`config.mk`:
```
export PLATFORM = sky130hd
export DESIGN_NAME = share_own_ctrl
export DESIGN_NICKNAME = d
export VERILOG_FILES = /design/src/rtl/share_own_pkg.sv /design/src/rtl/share_own_index.sv /design/src/rtl/share_own_table.sv /design/src/rtl/share_own_policy.sv /design/src/rtl/share_own_ctrl.sv
export SDC_FILE = /design/constraint.sdc
export NUM_CORES = 1
export LEC_CHECK = 0
export BUFFER_PORTS_ARGS = -buffer_cell sky130_fd_sc_hd__buf_2
export CORE_ASPECT_RATIO = 0.5
export CORE_MARGIN = 5
export CORE_UTILIZATION = 50
export CTS_CLUSTER_DIAMETER = 100
export DETAILED_ROUTE_END_ITERATION = 12
export GPL_TIMING_DRIVEN = 0
export PLACE_DENSITY = 0.68
export SETUP_SLACK_MARGIN = 0.3
export SYNTH_ARGS = -nofsm -noshare
export SYNTH_HDL_FRONTEND = slang
export SYNTH_SLANG_ARGS = --single-unit
export TNS_END_PERCENT = 5
```
`constraint.sdc`:
```
create_clock -name clk_i -period 5.97 [get_ports clk_i]
set_input_delay 1.194 -clock clk_i [delete_from_list [all_inputs] [get_ports clk_i]]
set_output_delay 1.194 -clock clk_i [all_outputs]
set_load 0.03 [all_outputs]
```
`src/rtl/share_own_pkg.sv`:
```
package share_own_pkg;
  typedef enum logic [1:0] {
    PATH_IDLE  = 2'd0,
    PATH_FAST  = 2'd1,
    PATH_GRANT = 2'd2,
    PATH_STALL = 2'd3
  } path_e;

  typedef enum logic [1:0] {
    UPD_NONE  = 2'd0,
    UPD_OWN   = 2'd1,
    UPD_SHARE = 2'd2
  } upd_e;
endpackage

```
`src/rtl/share_own_index.sv`:
```
module share_own_index #(
  parameter int ADDR_W   = 32,
  parameter int OFFSET_W = 5,
  parameter int IDX_W    = 5
) (
  input  logic [ADDR_W-1:0] addr_i,
  output logic [IDX_W-1:0]  idx_o
);
  assign idx_o = addr_i[OFFSET_W +: IDX_W];
endmodule

```
`src/rtl/share_own_table.sv`:
```
module share_own_table
  import share_own_pkg::*;
#(
  parameter int ENTRIES = 32,
  parameter int TID_W   = 2,
  localparam int IDX_W  = $clog2(ENTRIES)
) (
  input  logic             clk_i,
  input  logic             rst_ni,
  input  logic [IDX_W-1:0] rd_idx_i,
  output logic             rd_valid_o,
  output logic             rd_shared_o,
  output logic [TID_W-1:0] rd_owner_o,
  input  logic [IDX_W-1:0] wr_idx_i,
  input  upd_e             wr_kind_i,
  input  logic [TID_W-1:0] wr_owner_i
);
  logic             ent_valid  [ENTRIES];
  logic             ent_shared [ENTRIES];
  logic [TID_W-1:0] ent_owner  [ENTRIES];

  for (genvar e = 0; e < ENTRIES; e++) begin : g_ent
    logic hit;
    assign hit = (wr_idx_i == IDX_W'(e)) && (wr_kind_i != UPD_NONE);
    always_ff @(posedge clk_i or negedge rst_ni) begin
      if (!rst_ni) begin
        ent_valid[e]  <= 1'b0;
        ent_shared[e] <= 1'b0;
        ent_owner[e]  <= '0;
      end else if (hit) begin
        ent_valid[e]  <= 1'b1;
        ent_shared[e] <= (wr_kind_i == UPD_SHARE);
        ent_owner[e]  <= (wr_kind_i == UPD_OWN) ? wr_owner_i : '0;
      end
    end
  end

  assign rd_valid_o  = ent_valid[rd_idx_i];
  assign rd_shared_o = ent_shared[rd_idx_i];
  assign rd_owner_o  = ent_owner[rd_idx_i];
endmodule

```
`src/rtl/share_own_policy.sv`:
```
module share_own_policy
  import share_own_pkg::*;
#(
  parameter int TID_W = 2
) (
  input  logic             req_valid_i,
  input  logic [TID_W-1:0] req_tid_i,
  input  logic             req_write_i,
  input  logic             token_held_i,
  input  logic             others_blocked_i,
  input  logic             ent_valid_i,
  input  logic             ent_shared_i,
  input  logic [TID_W-1:0] ent_owner_i,
  output path_e            path_o,
  output upd_e             upd_o
);
  logic own_hit, shared_rd, granted;

  assign own_hit   = ent_valid_i && !ent_shared_i && (ent_owner_i == req_tid_i);
  assign shared_rd = ent_valid_i && ent_shared_i && !req_write_i;
  assign granted   = token_held_i && others_blocked_i;

  always_comb begin
    path_o = PATH_IDLE;
    upd_o  = UPD_NONE;
    if (req_valid_i) begin
      if (own_hit || shared_rd) begin
        path_o = PATH_FAST;
      end else if (granted) begin
        path_o = PATH_GRANT;
        // read of another thread's private line demotes it to shared
        if (req_write_i || !ent_valid_i) upd_o = UPD_OWN;
        else                             upd_o = UPD_SHARE;
      end else begin
        path_o = PATH_STALL;
      end
    end
  end
endmodule

```
`src/rtl/share_own_ctrl.sv`:
```
module share_own_ctrl
  import share_own_pkg::*;
#(
  parameter int NUM_THREADS = 4,
  parameter int ADDR_W      = 32,
  parameter int LINE_BYTES  = 32,
  parameter int ENTRIES     = 32,
  localparam int TID_W      = (NUM_THREADS > 1) ? $clog2(NUM_THREADS) : 1,
  localparam int OFFSET_W   = $clog2(LINE_BYTES),
  localparam int IDX_W      = $clog2(ENTRIES)
) (
  input  logic              clk_i,
  input  logic              rst_ni,
  input  logic              req_valid_i,
  input  logic [TID_W-1:0]  req_tid_i,
  input  logic [ADDR_W-1:0] req_addr_i,
  input  logic              req_write_i,
  input  logic              token_held_i,
  input  logic              others_blocked_i,
  output logic              proceed_o,
  output logic              need_token_o,
  output logic              wait_o
);
  logic [IDX_W-1:0] idx;
  logic             ent_valid, ent_shared;
  logic [TID_W-1:0] ent_owner;
  path_e            path;
  upd_e             upd;

  share_own_index #(.ADDR_W(ADDR_W), .OFFSET_W(OFFSET_W), .IDX_W(IDX_W)) i_index (
    .addr_i (req_addr_i),
    .idx_o  (idx)
  );

  share_own_table #(.ENTRIES(ENTRIES), .TID_W(TID_W)) i_table (
    .clk_i       (clk_i),
    .rst_ni      (rst_ni),
    .rd_idx_i    (idx),
    .rd_valid_o  (ent_valid),
    .rd_shared_o (ent_shared),
    .rd_owner_o  (ent_owner),
    .wr_idx_i    (idx),
    .wr_kind_i   (upd),
    .wr_owner_i  (req_tid_i)
  );

  share_own_policy #(.TID_W(TID_W)) i_policy (
    .req_valid_i      (req_valid_i),
    .req_tid_i        (req_tid_i),
    .req_write_i      (req_write_i),
    .token_held_i     (token_held_i),
    .others_blocked_i (others_blocked_i),
    .ent_valid_i      (ent_valid),
    .ent_shared_i     (ent_shared),
    .ent_owner_i      (ent_owner),
    .path_o           (path),
    .upd_o            (upd)
  );

  assign proceed_o    = (path == PATH_FAST) || (path == PATH_GRANT);
  assign wait_o       = (path == PATH_STALL);
  assign need_token_o = (path == PATH_GRANT) || (path == PATH_STALL);
endmodule

```
==> Word-level counts from Yosys, hierarchy flattened <==
Index checks and enable logic that the tools add are counted.
{ "classes": {"order_cmp": 1, "n_eq_ne": 37, "n_mux": 17, "bitwise_logic": 1, "reduce_logical": 46} }
{ "ops": {"columns": ["operator", "count"], "rows": [
  ["== test 5 bit, second input constant", 16],
  ["== test 5 x 4 -> 1 bit, second input constant", 8],
  ["logical AND 1 bit", 37],
  ["== test 5 x 3 -> 1 bit, second input constant", 4],
  ["two-way mux 2 bit", 9],
  ["binary-select mux 1 bit (select 5 bit)", 2],
  ["binary-select mux 2 bit (select 5 bit)", 1],
  ["== test 5 x 2 -> 1 bit, second input constant", 2],
  ["== test 2 bit, second input constant", 3],
  [">= comparator 6 bit, second input constant", 1],
  ["inverter 5 -> 6 bit", 1],
  ["== test 5 x 1 -> 1 bit, second input constant", 1],
  ["zero test 5 bit", 1],
  ["two-way mux 1 bit", 5],
  ["== test 2 x 1 -> 1 bit, second input constant", 2],
  ["logical OR 1 bit", 4],
  ["zero test 1 bit", 3],
  ["== test 2 bit", 1],
  ["nonzero test 2 bit", 1]
]} }
{ "word_totals": {"ff_bits": 128, "in_bits": 40, "output_inout_bits": 3, "wordCells": 198} }

==> Logic depth before layout (Yosys ltp) <==
Gate-level depths: netlist of run 1.
{ "logic_depth": {"word_depth": 12, "mapped_depth": 12, "mapped_depth_nobuf": 8} }

==> Modules after synthesis <==
Synthesis of run 1 repeated with hierarchy kept, for this count alone.
{ "unflattened": {"hier_cells": 397, "hier_area_um2": 5988.2} }
{ "by_module_without_submodules": {"columns": ["mod", "n_inst", "cells_each", "area_each_um2", "seq_area_each_um2"], "rows": [
  ["share_own_table", 1, 373, 5818.1, 3203.1],
  ["share_own_policy", 1, 14, 93.8, 0.0],
  ["share_own_ctrl", 1, 5, 38.8, 0.0],
  ["share_own_index", 1, 5, 37.5, 0.0]
]} }

==> Worst setup path after synthesis of run 1 <==
Ideal clock, no wire load.
{ "synth_timing": {"path_kind": "input-to-output", "start": "in req_addr_i[5]", "end": "out proceed_o", "arrival_ns": 4.060, "required_time_ns": 4.776, "path_slack_ns": 0.716, "stages": 10, "path_buffers": 3, "cell_sequence": "buf_6 -> buf_6 -> mux4_2 -> mux4_2 -> mux2_2 -> nor3b_1 -> a31oi_4 -> buf_4 -> and2_1 -> ha_1"} }
{ "synth_via": {"elab_chain_len": 12, "elab_cells_between_ends": 22, "classes_between": "eq/ne (3); mux (11); bitwise (1); reduce/logical (7)"} }
{ "synth_rtl": {"columns": ["element", "line", "source"], "rows": [
  ["from (decl)", "share_own_ctrl.sv:16", "input logic [ADDR_W-1:0] req_addr_i,"],
  ["inverter 5 -> 6 bit (implied by the code) (*)", "share_own_table.sv:38, share_own_table.sv:39, share_own_table.sv:40", null],
  ["binary-select mux 1 bit (select 5 bit)", "share_own_table.sv:39", "assign rd_shared_o = ent_shared[rd_idx_i];"],
  ["two-way mux 1 bit (implied by the code) (2 in series)", "share_own_table.sv:39", null],
  ["zero test 1 bit", "share_own_policy.sv:19", "assign own_hit = ent_valid_i && !ent_shared_i && (ent_owner_i == req_tid_i);"],
  ["logical AND 1 bit (2 in series)", "share_own_policy.sv:19", null],
  ["logical OR 1 bit (*)", "share_own_policy.sv:27", "if (own_hit || shared_rd) begin"],
  ["two-way mux 2 bit (*)", "share_own_policy.sv:27", null],
  ["two-way mux 2 bit (*)", "share_own_policy.sv:26", "if (req_valid_i) begin"],
  ["== test 2 x 1 -> 1 bit or == test 2 bit (tied branches)", "share_own_ctrl.sv:60", "assign proceed_o = (path == PATH_FAST) || (path == PATH_GRANT);"],
  ["logical OR 1 bit (*)", "share_own_ctrl.sv:60", null],
  ["to (decl)", "share_own_ctrl.sv:20", "output logic proceed_o,"]
]} }
Every way passes the cells marked *; elsewhere a longest branch is shown, timed or not. The select of a mux whose other input is x is not followed.

==> Worst setup path after layout of run 1 <==
{ "layout_timing": {"start": "in req_addr_i[6]", "end": "out proceed_o"} }
Same word-level chain as after synthesis.

==> results.json, run 1 <==
{
  "synth_ff_type": "dfrtp_1",
  "routed_wl_um": 15000,
  "synth_fp_nets": 451,
  "fin_cells": 621,
  "grt_pass1_wl_um": 23900,
  "final_common_cell": "dfrtp_1",
  "die_h_um": 87.8,
  "clkSinkCount": 128,
  "overflow": 0,
  "drc": 0,
  "hold_violations": 0,
  "die_w_um": 166,
  "tritoncts": "built",
  "max_slew_margin_pct": 25.9,
  "required_ps": 4780,
  "clk_pin_slew_ps": 60,
  "grt_use_total_pct": 22.2,
  "cp-end-kind": "primary output",
  "via_per_inst": 6.10,
  "port_buffers": 12,
  "rsz0062_at_grt": "false",
  "slew_violations": 0,
  "yosysWarnings": 0,
  "drt_iter0_drc": 382,
  "gp_congestion": 1.01,
  "min_path_type": "register to register",
  "dpl.cell_count": 588,
  "grt_antenna_before_repair": 0,
  "place.detailed.hpwl_um": 10500,
  "arrival_ps": 4260,
  "cts_buffers": 17,
  "critPathLaunchType": "input port",
  "synthesis.instances": 410,
  "peakVddDrop_mv": 0.178,
  "synth_edf_count": 0,
  "syn_area_per_cell_sq_um": 14.8,
  "tightestPinTransition_ps": 1110,
  "fin_crit_ps": 5460,
  "maxCapViolations": 0,
  "cts-root-buf": "clkbuf_16",
  "yosys_register_bits": 128,
  "period_share_pct": 91.4,
  "grt_pass1_vias": 3923,
  "hold_buffers": 0,
  "cts_max_level": 4,
  "ant_nets": 0,
  "crit_fanout": 10,
  "drive_gt1_share_pct": 41.8,
  "netlist_area_sq_mm": 0.00606,
  "seq_area_frac_synth_pct": 52.9,
  "io_pins": 43,
  "tns_ps": 0,
  "final_cell_mix": "dfrtp_1, mux2_2, mux4_2, nand2b_1, nand4_1",
  "fillers": 970,
  "dr.pass1.iters": 5,
  "start_util_pct": 51.2,
  "grt_max_degree": 81,
  "wl_per_cell_um": 24.2,
  "final_net_count": 483,
  "clockBufferDepth": 2,
  "row_count": 28,
  "setup_viol": 0,
  "setup.worst_path.class": "input port to primary output",
  "leakagePower_nw": 3.37,
  "core_sq_mm": 0.0118,
  "clk_latency_ps": 420,
  "via_count": 3785,
  "fmaxAchievable_mhz": 183,
  "status": "finished, final reports clean",
  "power_density_mw_per_mm2": 309,
  "syn_to_final_growth_pct": 15.1,
  "fin_skew_ps": 8.17,
  "synth.distinct_cells": 41,
  "post-cts-setup-buffer-count": 0,
  "dieArea_sq_mm": 0.0146,
  "async_flop_share_pct": 100
}
## worst max-delay path, stage by stage
cell      delay (ps)
buf_2            140
buf_2            370
mux4_2           430
mux4_2           510
mux2_2           290
nor3b_1          160
a31oi_4          320
buf_4            260
a21boi_0         120
ha_1             280
buf_2            180
## synthesized netlist by cell type (2+ instances only)
master / number / area share (%)
dfrtp_1: 128 / 53
mux2_2: 89 / 17
mux4_2: 32 / 12
nand2b_1: 32 / 3.3
nand4_1: 23 / 2.4
clkbuf_1: 10 / 0.62
buf_2: 9 / 0.74
mux2_1: 8 / 1.5
mux2i_1: 8 / 1.3
nand2_1: 8 / 0.50
nand3_1: 8 / 0.66
buf_6: 7 / 1.3
and2_1: 4 / 0.41
nor2_1: 4 / 0.25
nor3b_1: 4 / 0.50
buf_1: 3 / 0.19
o22ai_1: 3 / 0.31
a21oi_1: 2 / 0.17
a32oi_1: 2 / 0.29
and3_1: 2 / 0.21
nor3_1: 2 / 0.17
nor4b_4: 2 / 0.78
o221ai_1: 2 / 0.29
## registers in the layout (all words and copies together), names as in the netlist
| name | cells |
|---|---|
| i_table.ent_owner | 64 |
| i_table.ent_shared | 32 |
| i_table.ent_valid | 32 |
## metal layers
layer | part of all wire [%] | global-route usage (%) | routed length [um] | vias up
met4 | 1.7 | 6.74 | 260 | 0
met1 | 47 | 32.2 | 7000 | 1971
li1 | - | - | - | 1626
met2 | 43 | 32.4 | 6480 | 161
met3 | 8.4 | 7.17 | 1270 | 27
met5 | 0 | 0 | 0 | -
## kinds of logic after synthesis
group                    Yosys count  share of synthesized area, %
multiplexers                     138                          31.5
XOR/XNOR                           2                         0.289
flip-flops                       128                          52.9
adder cells (fa/ha/maj)            1                         0.206
AO/OA/AOI/OAI                     16                          2.21
AND/OR/NAND/NOR                   94                          9.91
buffers and inverters             31                          3.04
## layout make-up
| type | instances | area (sq um) | share of cell area (%) |
|---|---|---|---|
| Sequential cell | 128 | 3200 | 46.0 |
| Multi-Input combinational cell | 251 | 2670 | 38.3 |
| Clock buffer | 19 | 443 | 6.35 |
| Tap cell | 165 | 206 | 2.96 |
| Buffer | 30 | 184 | 2.64 |
| Clock inverter | 13 | 163 | 2.33 |
| Timing Repair Buffer | 13 | 93.8 | 1.35 |
| Inverter | 1 | 3.75 | 0.0539 |
| Antenna cell | 1 | 2.50 | 0.0359 |
## where the power goes
group / switching (W) / leakage [nW] / internal, W / total, W
Sequential: 0.0000177 / 1.76 / 0.000907 / 0.000924
Clock: 0.000384 / 0.289 / 0.000668 / 0.00105
Combinational: 0.000106 / 1.32 / 0.0000746 / 0.000181
## per-stage QoR
stage	instance area [sq um]	setup slack [ps]	utilization, %	total power [W]	hold slack, ps
after floorplan	6060	716	-	0.00105	429
after global placement	6320	365	53.4	0.00111	444
after detailed placement	6360	311	53.7	0.00112	447
after CTS	6970	461	58.8	0.00217	464
after global routing	6970	319	58.8	0.00223	474
final	6970	513	58.9	0.00216	460
## timing repair
item,CTS,global route
setup endpoints to repair,1,1
gates cloned,0,0
resized for setup,1,1
## final timing paths
kind / from / end / slack [ps] / depth (start not counted)
min in group asynchronous: rst_ni / i_table.ent_valid[25] / 710 / 1
setup / recovery: req_addr_i[6] / proceed_o / 510 / 11
setup reg to reg: i_table.ent_shared[11] / i_table.ent_owner[32] / 2740 / 8
max in group asynchronous: rst_ni / i_table.ent_shared[23] / 4530 / 2
hold reg to reg: i_table.ent_valid[22] / i_table.ent_valid[22] / 460 / 1
hold / removal: i_table.ent_valid[22] / i_table.ent_valid[22] / 460 / 1
Power figures use the tool's default switching activity.
==> run 2: changes to the inputs <==
- CORE_UTILIZATION: 50 -> 35
- PLACE_DENSITY: 0.68 -> unset
==> run 2 against run 1 <==
Against the previous run:
- final area grew 2.2%
- combinational power fell by 2%
- global-route usage shrank 6.9 points
- flip-flop and latch count is the same
- largest cell class unchanged
- non-clock buffer count did not move
- fmax fell by 1.4%
- first-iteration DRC count down 6.3%
- worst hold slack better by 1.2 ps
- setup slack got worse by 78 ps
- sequential power barely moved
- total power increased by 5.9%
==> results.json, run 2 (synthesis results as in run 1) <==
{
  "status": "finished, final reports clean",
  "final_cell_mix": "dfrtp_1, mux2_2, mux4_2, nand2b_1, nand4_1",
  "reg.largest.list": "i_table.ent_owner: 64 flops, i_table.ent_shared: 32 flops, i_table.ent_valid: 32 flops",
  "grt_use_total_pct": 15.3,
  "leakagePower_nw": 3.40,
  "grt_pass1_vias": 3870,
  "place.detailed.hpwl_um": 10200,
  "required_ps": 4780,
  "start_util_pct": 35.3,
  "die_w_um": 196,
  "r2r_cells": 8,
  "maxCapViolations": 0,
  "fmaxAchievable_mhz": 181,
  "fillers": 1609,
  "clockBufferDepth": 2,
  "port_buffers": 12,
  "crit_fanout": 10,
  "dpl.cell_count": 657,
  "die_h_um": 103,
  "core_sq_mm": 0.0172,
  "max_slew_margin_pct": 39.3,
  "drt_iter0_drc": 358,
  "dieArea_sq_mm": 0.0202,
  "row_count": 34,
  "seq_area_sq_mm": 0.00320,
  "routed_wl_um": 14700,
  "grt_pass1_wl_um": 22900,
  "final_common_cell": "dfrtp_1",
  "setup_viol": 0,
  "drc": 0,
  "hold_path_end": "i_table.ent_valid[1]",
  "fin_skew_ps": 12.4,
  "final_net_count": 483,
  "clk_latency_ps": 420,
  "hold_violations": 0,
  "r2r_end": "i_table.ent_shared[27]",
  "clk_pin_slew_ps": 50,
  "min_path_type": "register to register",
  "peakVddDrop_mv": 0.171,
  "slew_violations": 0,
  "cts_max_level": 4,
  "drive_gt1_share_pct": 41.8,
  "period_share_pct": 92.7,
  "multiInputGateArea_sq_mm": 0.00267,
  "fin_crit_ps": 5530,
  "grt_antenna_before_repair": 0,
  "rsz0062_at_grt": "false",
  "fin_cells": 689,
  "tns_ps": 0,
  "ant_nets": 0,
  "setup.worst_path.class": "input port to primary output",
  "wl_per_cell_um": 21.3,
  "hp-start": "i_table.ent_valid[1]",
  "via_per_inst": 5.41,
  "r2r-start": "i_table.ent_shared[20]",
  "gp_congestion": 0.947,
  "overflow": 0,
  "tightestPinTransition_ps": 908,
  "arrival_ps": 4340,
  "regToRegSetupSlack_ps": 2740,
  "power_w": 0.00228,
  "hold_buffers": 0,
  "critPathLaunchType": "input port",
  "io_pins": 43,
  "syn_to_final_growth_pct": 17.6,
  "dr.pass1.iters": 4,
  "largest_register": "i_table.ent_owner",
  "cp-end-kind": "primary output",
  "tritoncts": "built",
  "via_count": 3730,
  "grt_max_degree": 74,
  "cts-root-buf": "clkbuf_16",
  "power_density_mw_per_mm2": 320,
  "cts_buffers": 17,
  "clkSinkCount": 128,
  "largest_reg_flops": 64,
  "antenna_cells": 0,
  "holdPathStages": 1
}
## run 2: cell count changes in the layout (fill, tap and decap cells not counted), sizes merged
cell	before	now
bufinv	3	6
buf	32	33
clkbuf	30	29
clkinv	6	5
clkinvlp	3	2
diode	1	0
inv	2	1
## run 2: worst max-delay path, stage by stage
cell and delay (ps):
buf_1 560, clkbuf_1 480, mux4_2 420, mux2_2 290, nor3b_1 160, a31oi_4 360, buf_4 240, a21boi_0 140
ha_1 290, buf_2 180
## run 2: area by class of cell
| type | count | share of cell area [%] |
|---|---|---|
| Multi-Input combinational cell | 251 | 37.5 |
| Timing Repair Buffer | 13 | 1.32 |
| Clock buffer | 19 | 6.21 |
| Inverter | 1 | 0.0527 |
| Tap cell | 234 | 4.11 |
| Sequential cell | 128 | 44.9 |
| Buffer | 30 | 2.58 |
| Clock inverter | 13 | 3.30 |
## run 2: metrics by stage
stage          instance area [sq um]  utilization (%)  hold slack (ps)  worst slack [ps]
6_report                        7130             41.5              461               435
5_1_grt                         7130             41.5              470               307
4_1_cts                         7120             41.5              463               391
3_5_place_dp                    6440             37.5              447               270
3_3_place_gp                    6410             37.3              444               316
2_1_floorplan                   6060                -              429               716
## run 2: report_power, final
| part | leakage, nW | switching (W) | internal (W) |
|---|---|---|---|
| sequential | 1.76 | 0.0000181 | 0.000906 |
| clock | 0.323 | 0.000386 | 0.000795 |
| combinational | 1.32 | 0.000103 | 0.0000744 |
## run 2: metal layers
metal,up-vias,share of wire [%],track usage [%]
met3,26,5.3,3.82
met1,1962,47,21.3
met2,116,45,23.9
li1,1626,-,-
met5,-,0,0
met4,0,2.2,5.09
## run 2: worst max path at each step
stage / from / end / slack [ps]
6_report: req_addr_i[8] / proceed_o / 440
5_1_grt: req_addr_i[8] / proceed_o / 310
4_1_cts: req_addr_i[5] / proceed_o / 390
3_5_place_dp: req_addr_i[6] / proceed_o / 270
3_3_place_gp: req_addr_i[6] / proceed_o / 320
2_1_floorplan: req_addr_i[5] / proceed_o / 720
## run 2: repair_timing
item	in CTS	in global routing
resized for setup	1	2
pin swaps	0	0
endpoints found under the setup margin	1	1
cloned	0	0
buffers inserted	0	0
==> run 3: changes to the inputs <==
- HOLD_SLACK_MARGIN: unset -> 0.15
- clock period: 5.97 -> 5.5 ns (I/O delays scaled with it)
==> run 3 against run 2 <==
Against the previous run:
- die area unchanged
- final cell count increased by 0.15%
- critical path type unchanged
- critical endpoint unchanged
- count of clock-buffer cells in the layout unchanged
==> results.json, run 3 (synthesis results as in run 1) <==
{
  "dr.pass1.iters": 8,
  "crit_start": "req_addr_i[5]",
  "core_sq_mm": 0.0172,
  "setup_viol": 0,
  "ant_nets": 0,
  "row_count": 34,
  "dpl-instance-area_sq_mm": 0.00644,
  "multiInputGateArea_sq_mm": 0.00268,
  "critPathLaunchType": "input port",
  "wl_per_cell_um": 21.2,
  "setup.worst_path.class": "input port to primary output",
  "port_buffers": 12,
  "drt_iter0_drc": 408,
  "status": "finished, final reports clean",
  "cp-end-kind": "primary output",
  "syn_to_final_growth_pct": 18.1,
  "leakagePower_nw": 3.42,
  "crit_fanout": 10,
  "routed_wl_um": 14600,
  "cp_common_cell": "mux4_2",
  "seq_area_sq_mm": 0.00320,
  "maxCapViolations": 0,
  "drc": 0,
  "die_w_um": 196,
  "max_slew_margin_pct": 40.6,
  "min_path_type": "register to register",
  "critPathMaxStageDelay_ps": 510,
  "gp_congestion": 0.947,
  "dieArea_sq_mm": 0.0202,
  "hp-start": "i_table.ent_valid[9]",
  "grt_pass1_wl_um": 23000,
  "cts-root-buf": "clkbuf_16",
  "cts_max_level": 4,
  "arrival_ps": 3910,
  "peakVddDrop_mv": 0.183,
  "hold_buffers": 0,
  "crit_chain": "buf_6 -> buf_8 -> mux4_2 -> mux4_2 -> mux2_2 -> nor3b_1 -> a31oi_4 -> buf_4 -> and2_1 -> ha_1 -> buf_2",
  "rsz0062_at_grt": "false",
  "hold_violations": 0,
  "start_util_pct": 35.3,
  "die_h_um": 103,
  "clk_pin_slew_ps": 50,
  "place.detailed.hpwl_um": 10200,
  "io_pins": 43,
  "slew_violations": 0,
  "largest_register": "i_table.ent_owner",
  "largest_reg_flops": 64,
  "crit_slowest_cell": "mux4_2",
  "hold_slack_ps": 462,
  "r2r-start": "i_table.ent_shared[20]",
  "tritoncts": "built",
  "fin_skew_ps": 12.0,
  "tightestPinTransition_ps": 889,
  "antenna_cells": 0,
  "grt_antenna_before_repair": 0,
  "clockBufferDepth": 2,
  "dp_worst_setup_slack_ps": -12.3,
  "required_ps": 4400,
  "grt_max_degree": 74,
  "finalWorstSetupSlack_ps": 492,
  "via_per_inst": 5.32,
  "fin_area_sq_mm": 0.00716,
  "power_density_mw_per_mm2": 346,
  "final_net_count": 484,
  "grt_pass1_vias": 3860,
  "finish.utilization_pct": 41.6,
  "cts_buffers": 17,
  "holdPathStages": 1,
  "r2r_cells": 9,
  "clk_latency_ps": 410,
  "fmaxAchievable_mhz": 200,
  "final_cell_mix": "dfrtp_1, mux2_2, mux4_2, nand2b_1, nand4_1",
  "grt_use_total_pct": 15.4,
  "overflow": 0,
  "fillers": 1601,
  "fin_crit_ps": 5010,
  "period_share_pct": 91.1,
  "via_count": 3673,
  "clkSinkCount": 128,
  "drive_gt1_share_pct": 42.5,
  "reg.largest.list": "i_table.ent_owner: 64 flops, i_table.ent_shared: 32 flops, i_table.ent_valid: 32 flops",
  "final_common_cell": "dfrtp_1"
}
run 3: critical path: cells and delay by family:
kind                       cells  cell delay, ps
muxes                          3            1280
adders and majority gates      1             230
and+or+nand+nor                2             330
AOI/OAI and AO/OA              1             190
buffers and inverters          4             740
run 3: path summary, 6_finish.rpt:
check / slack [ps] / endpoint
max: 490 / proceed_o
min: 460 / i_table.ent_valid[9]
max reg2reg: 2270 / i_table.ent_owner[17]
min reg2reg: 460 / i_table.ent_valid[9]
max in group asynchronous: 4060 / i_table.ent_owner[47]
min in group asynchronous: 660 / i_table.ent_valid[10]
run 3: repair_timing:
action	CTS	global route
setup buffers	1	0
resized for setup	4	5
endpoints found under the setup margin	3	2
run 3: per-stage QoR:
step,instances,total power [W],TNS (ps)
5_1_grt,690,0.00256,0
3_5_place_dp,657,0.00121,-12.3
2_1_floorplan,410,0.00114,0
3_3_place_gp,656,0.00121,0
6_report,690,0.00248,0
4_1_cts,690,0.00250,0
run 3: power breakdown:
group | internal, W | switching (W) | leakage (nW)
sequential | 0.000984 | 0.0000197 | 1.76
combinational | 0.0000824 | 0.000112 | 1.33
clock | 0.000864 | 0.000416 | 0.323
run 3: cell type report:
cell class	instances	share of cell area [%]
inverter	1	0.0524
tap	234	4.09
clock inverter	13	3.29
timing repair buffer	14	1.42
buffer	30	2.71
clock buffer	19	6.19
sequential	128	44.8
multi-input combinational	251	37.5
run 3: per-layer routing:
metal / track usage (%) / routed length (um) / vias to the layer above
li1: - / - / 1622
met1: 21.6 / 6750 / 1917
met2: 24.1 / 6790 / 113
met3: 3.59 / 800 / 21
met4: 4.93 / 280 / 0
met5: 0 / 0 / -
